<file path="src/rtl/serial_audio_rx.sv">
module serial_audio_rx #(
  parameter int OUT_W     = 20,
  parameter int SYNC      = 2,
  parameter int LEN_MID   = 18,
  parameter int LEN_SHORT = 16
) (
  input  logic             clk,
  input  logic             rst_n,
  input  logic             bck,
  input  logic             frm,
  input  logic             fmt_sel,
  input  logic             pin_a,
  input  logic             pin_b,
  input  logic             pin_c,
  output logic [OUT_W-1:0] out_l,
  output logic [OUT_W-1:0] out_r,
  output logic             valid,
  output logic             frame_start
);

  localparam int CW = $clog2(OUT_W + 1);

  logic [SYNC:0]   s_bck, s_frm;
  logic [SYNC-1:0] s_a, s_b, s_c;

  always_ff @(posedge clk) begin
    s_bck <= {s_bck[SYNC-1:0], bck};
    s_frm <= {s_frm[SYNC-1:0], frm};
    s_a   <= {s_a[SYNC-2:0], pin_a};
    s_b   <= {s_b[SYNC-2:0], pin_b};
    s_c   <= {s_c[SYNC-2:0], pin_c};
  end

  logic bck_s, frm_s, a_s, b_s, c_s;
  assign bck_s = s_bck[SYNC-1];
  assign frm_s = s_frm[SYNC-1];
  assign a_s   = s_a[SYNC-1];
  assign b_s   = s_b[SYNC-1];
  assign c_s   = s_c[SYNC-1];

  logic trail, lead_alt, simul;
  assign trail    = !fmt_sel;
  assign lead_alt = fmt_sel && !a_s;
  assign simul    = fmt_sel && a_s;

  logic bck_rise, frm_rise, frm_fall, frm_edge, start_edge, left_phase;
  assign bck_rise   = bck_s && !s_bck[SYNC];
  assign frm_rise   = frm_s && !s_frm[SYNC];
  assign frm_fall   = !frm_s && s_frm[SYNC];
  assign frm_edge   = frm_rise || frm_fall;
  assign start_edge = lead_alt ? frm_fall : frm_rise;
  assign left_phase = lead_alt ? !frm_s : frm_s;

  logic dat0, dat1;
  assign dat0 = trail ? a_s : b_s;
  assign dat1 = c_s;

  logic [CW-1:0] nbits;
  assign nbits = (!trail || !b_s) ? CW'(OUT_W) : (c_s ? CW'(LEN_SHORT) : CW'(LEN_MID));

  logic [CW-1:0]    cnt;
  logic [OUT_W-1:0] sh0, sh1, tw, lw;
  logic             cnt_clr, cnt_full, shift_en, done, done_q, got_l, armed;

  assign cnt_clr  = simul ? start_edge : frm_edge;
  assign cnt_full = (cnt == CW'(OUT_W));
  assign shift_en = bck_rise && !cnt_clr && (trail || !cnt_full);
  assign done     = !trail && bck_rise && !cnt_clr && (cnt == CW'(OUT_W - 1));
  assign tw       = sh0 << (CW'(OUT_W) - nbits);

  always_ff @(posedge clk or negedge rst_n) begin
    if (!rst_n) begin
      cnt <= CW'(OUT_W);
      sh0 <= '0;
      sh1 <= '0;
    end else begin
      if (cnt_clr)
        cnt <= '0;
      else if (bck_rise && !cnt_full)
        cnt <= cnt + 1'b1;
      if (shift_en) begin
        sh0 <= {sh0[OUT_W-2:0], dat0};
        sh1 <= {sh1[OUT_W-2:0], dat1};
      end
    end
  end

  always_ff @(posedge clk or negedge rst_n) begin
    if (!rst_n) begin
      lw          <= '0;
      out_l       <= '0;
      out_r       <= '0;
      got_l       <= 1'b0;
      armed       <= 1'b0;
      valid       <= 1'b0;
      frame_start <= 1'b0;
      done_q      <= 1'b0;
    end else begin
      valid       <= 1'b0;
      frame_start <= start_edge;
      done_q      <= done;
      if (trail) begin
        if (frm_edge) begin
          armed <= 1'b1;
          if (armed) begin
            if (!left_phase) begin
              lw    <= tw;
              got_l <= 1'b1;
            end else if (got_l) begin
              out_l <= lw;
              out_r <= tw;
              valid <= 1'b1;
              got_l <= 1'b0;
            end
          end
        end
      end else if (done_q) begin
        if (simul) begin
          out_l <= sh0;
          out_r <= sh1;
          valid <= 1'b1;
        end else if (left_phase) begin
          lw    <= sh0;
          got_l <= 1'b1;
        end else if (got_l) begin
          out_l <= lw;
          out_r <= sh0;
          valid <= 1'b1;
          got_l <= 1'b0;
        end
      end
    end
  end

endmodule

</file>
<file path="config.mk">
export PLATFORM = sky130hd
export DESIGN_NAME = serial_audio_rx
export DESIGN_NICKNAME = d
export VERILOG_FILES = /design/src/rtl/serial_audio_rx.sv
export SDC_FILE = /design/constraint.sdc
export NUM_CORES = 1
export LEC_CHECK = 0
export BUFFER_PORTS_ARGS = -buffer_cell sky130_fd_sc_hd__buf_2
export CAP_MARGIN = 10
export CORE_ASPECT_RATIO = 1.2
export CORE_UTILIZATION = 60
export DETAILED_ROUTE_END_ITERATION = 12
export PLACE_DENSITY = 0.8
export SYNTH_ARGS = -nofsm -noshare
export SYNTH_HDL_FRONTEND = slang
export SYNTH_SLANG_ARGS = --single-unit
</file>
<file path="constraint.sdc">
create_clock -name clk -period 4.2 [get_ports clk]
set_input_delay 0.84 -clock clk [delete_from_list [all_inputs] [get_ports clk]]
set_output_delay 0.84 -clock clk [all_outputs]
set_load 0.03 [all_outputs]
</file>
==> flow_summary.json <==
{
  "place_inst": 666,
  "antenna_found_initial": 0,
  "grt-ovfl-total": 0,
  "grt_pass1_vias": 4022,
  "path_class": "flop to flop",
  "layout-drive-gt1-share_pct": 27.0,
  "post-route-drc-count": 0,
  "ys_seq_area_share_pct": 53.5,
  "worstPathRequired_ns": 4.61,
  "num_rows": 38,
  "die_y_um": 108,
  "synth-seq-cells": 122,
  "cts.sinks": 122,
  "via_per_inst": 5.89,
  "cts.path.max_buffers": 2,
  "grt_pass1_wl_um": 20300,
  "layout_commonest_cell": "dfrtp_1",
  "setup_tns_ns": 0,
  "outcome": "complete, no violations",
  "most-common-layout-cells": "dfrtp_1, a21oi_1, nor2_1, mux2_2, buf_2",
  "hold_viol_final": 0,
  "dp_hpwl_um": 7290,
  "async_flop_share_pct": 90.2,
  "fillers": 629,
  "cts_buffers": 17,
  "post-route-period-util_pct": 64.9,
  "htree_levels": 4,
  "die_width_um": 90.2,
  "yosysWarningCount": 0,
  "maxCapViolations": 0,
  "maxSlewViolCount": 0,
  "drt_iter0_drc": 321,
  "cp_slowest_stage_delay_ns": 0.62,
  "finalSetupViolations": 0,
  "firstDrtPassIters": 4,
  "yosys.cell_types.count": 41,
  "start_util_pct": 62.0,
  "worstPathMaxFanout": 37,
  "critPathTopFamily": "compound AO/OA/AOI/OAI gates",
  "area_growth_pct": 17.4,
  "ios": 50,
  "seqCellArea_um2": 3000,
  "crit_slowest_cell": "o22ai_4",
  "rsz0062_at_grt": "false",
  "cp-end-kind": "flop",
  "dieArea_um2": 9720,
  "relSlewSlack_pct": 29.1,
  "clk_pin_slew_worst_paths_ns": 0.06,
  "crit_path_cell_trace": "inv_1 > ha_1 > or3b_1 > o22ai_4 > buf_12 > inv_2 > a22o_1",
  "r2r_setup_slack_ns": 1.47,
  "path_buf_inv": 3,
  "cp-start-kind": "flop",
  "finalNonFillerCells": 698,
  "place_area_um2": 5900,
  "multi_input_area_um2": 2400,
  "p_total_mw": 4.83,
  "core_um2": 9030,
  "detail-route-antenna-nets": 0,
  "root_buffer": "clkbuf_8",
  "p_leak_nw": 3.00,
  "synthesis.area_um2": 5600,
  "finalWeightedCongestion": 0.801,
  "wirelength_um": 12000,
  "power_density_nw_per_um2": 735,
  "mappedNetlistNets": 538,
  "ir_worst_vdd_mv": 0.429,
  "synthFlopType": "dfrtp_1",
  "avgRoutedWirePerCell_um": 17.2,
  "hold_ws_ns": 0.320,
  "layout.nets": 577,
  "avgSynthCellArea_um2": 10.6,
  "synthesis.instances": 526,
  "num_vias": 4114,
  "synth_edf_count": 0,
  "grt_max_degree": 46,
  "cts_hold_buf": 0,
  "port_buffers": 49,
  "design_area_um2": 6570,
  "antennaDiodeCount": 0,
  "worstPathArrival_ns": 3.13,
  "postCtsSetupRepairBufs": 0,
  "cts_tree": "yes",
  "finalClockSkew_ns": 0.00748,
  "gr-usage-all-layers_pct": 27.1,
  "fmax_mhz": 367,
  "cts-resized-gates": 0,
  "clk_latency_ns": 0.52,
  "hold_class": "input port to async pin",
  "max_slew.worst_pin.slew_ns": 1.06,
  "layout_min_cycle_time_ns": 2.73
}
## stage by stage
stage | worst slack [ns] | util [%]
floorplan | 2.12 | -
global route | 1.34 | 72.8
global placement | 1.12 | 65.3
detailed placement | 1.05 | 65.3
CTS | 1.47 | 72.8
finish | 1.47 | 72.8
## worst reg2reg max path: stages, from the launching register on
cell and delay (ns):
dfxtp_1 0.47, inv_1 0.10, ha_1 0.39, or3b_1 0.49, o22ai_4 0.62, buf_12 0.28
inv_2 0.06, a22o_1 0.22
## cells in the mapped netlist, drive strengths merged, types with 2 or more instances
master	number	area, um^2
xor2	3	26.3
mux2i	22	233
buf	24	130
o31ai	2	15.0
a211oi	16	120
a21oi	77	385
dfxtp	12	240
dfstp	2	52.6
nor3b	2	15.0
ha	4	50.1
dfrtp	108	2700
nand3	9	45.0
a311oi	2	17.5
mux2	60	676
inv	8	30.0
nand2	31	124
nor2	60	225
clkbuf	14	52.6
nand3b	18	135
nor2b	5	31.3
o21ai	34	174
## routing by layer
metal  wire length [um]  vias up  global-route usage (%)  part of all wire (%)
li1                   -     1932                       -                     -
met1               5120     2052                    34.5                    43
met2               6090      108                    44.5                    51
met3                565       22                    6.92                   4.7
met4                223        0                    11.1                   1.9
met5                  0        -                       0                     0
## state kept, by name, summed over array words and instances (netlist names)
register / count
valid: 1
lw: 20
sh0: 20
armed: 1
s_frm: 3
s_b: 2
out_l: 20
s_bck: 3
cnt: 5
s_a: 2
got_l: 1
sh1: 20
done_q: 1
s_c: 2
frame_start: 1
out_r: 20
## layout make-up
type	count	area share, %
clock inverters	12	3.31
clock buffers	20	6.93
well taps	120	2.28
flip-flops and latches	122	45.6
multi-input cells	358	36.5
repair buffers	58	4.99
inverters	8	0.457
## cell families after synthesis
group | after synthesis | synth area share (%)
buffers and inverters | 46 | 3.80
adder cells (fa/ha/maj) | 4 | 0.894
AND/OR/NAND/NOR | 131 | 11.1
multiplexers | 82 | 16.2
flip-flops | 122 | 53.5
AO/OA/AOI/OAI | 137 | 13.8
XOR/XNOR | 4 | 0.626
## path summary, 6_finish.rpt
kind                             startpoint                     to  cells past startpoint
max                        s_frm[1]$_DFF_P_   out_l[2]$_DFFE_PN0P_                      7
min                                   rst_n  out_l[18]$_DFFE_PN0P_                      1
max reg2reg                s_frm[1]$_DFF_P_   out_l[2]$_DFFE_PN0P_                      7
min reg2reg                  s_a[0]$_DFF_P_         s_a[1]$_DFF_P_                      0
max in group asynchronous             rst_n     cnt[4]$_DFFE_PN1P_                      2
min in group clk             s_a[0]$_DFF_P_         s_a[1]$_DFF_P_                      0
## power breakdown
part | switching [mW] | leakage [nW] | total, mW | internal, mW
logic | 0.809 | 1.18 | 1.33 | 0.517
registers | 0.328 | 1.49 | 1.87 | 1.54
clock network | 0.507 | 0.323 | 1.63 | 1.13
Power figures use the tool's default switching activity.
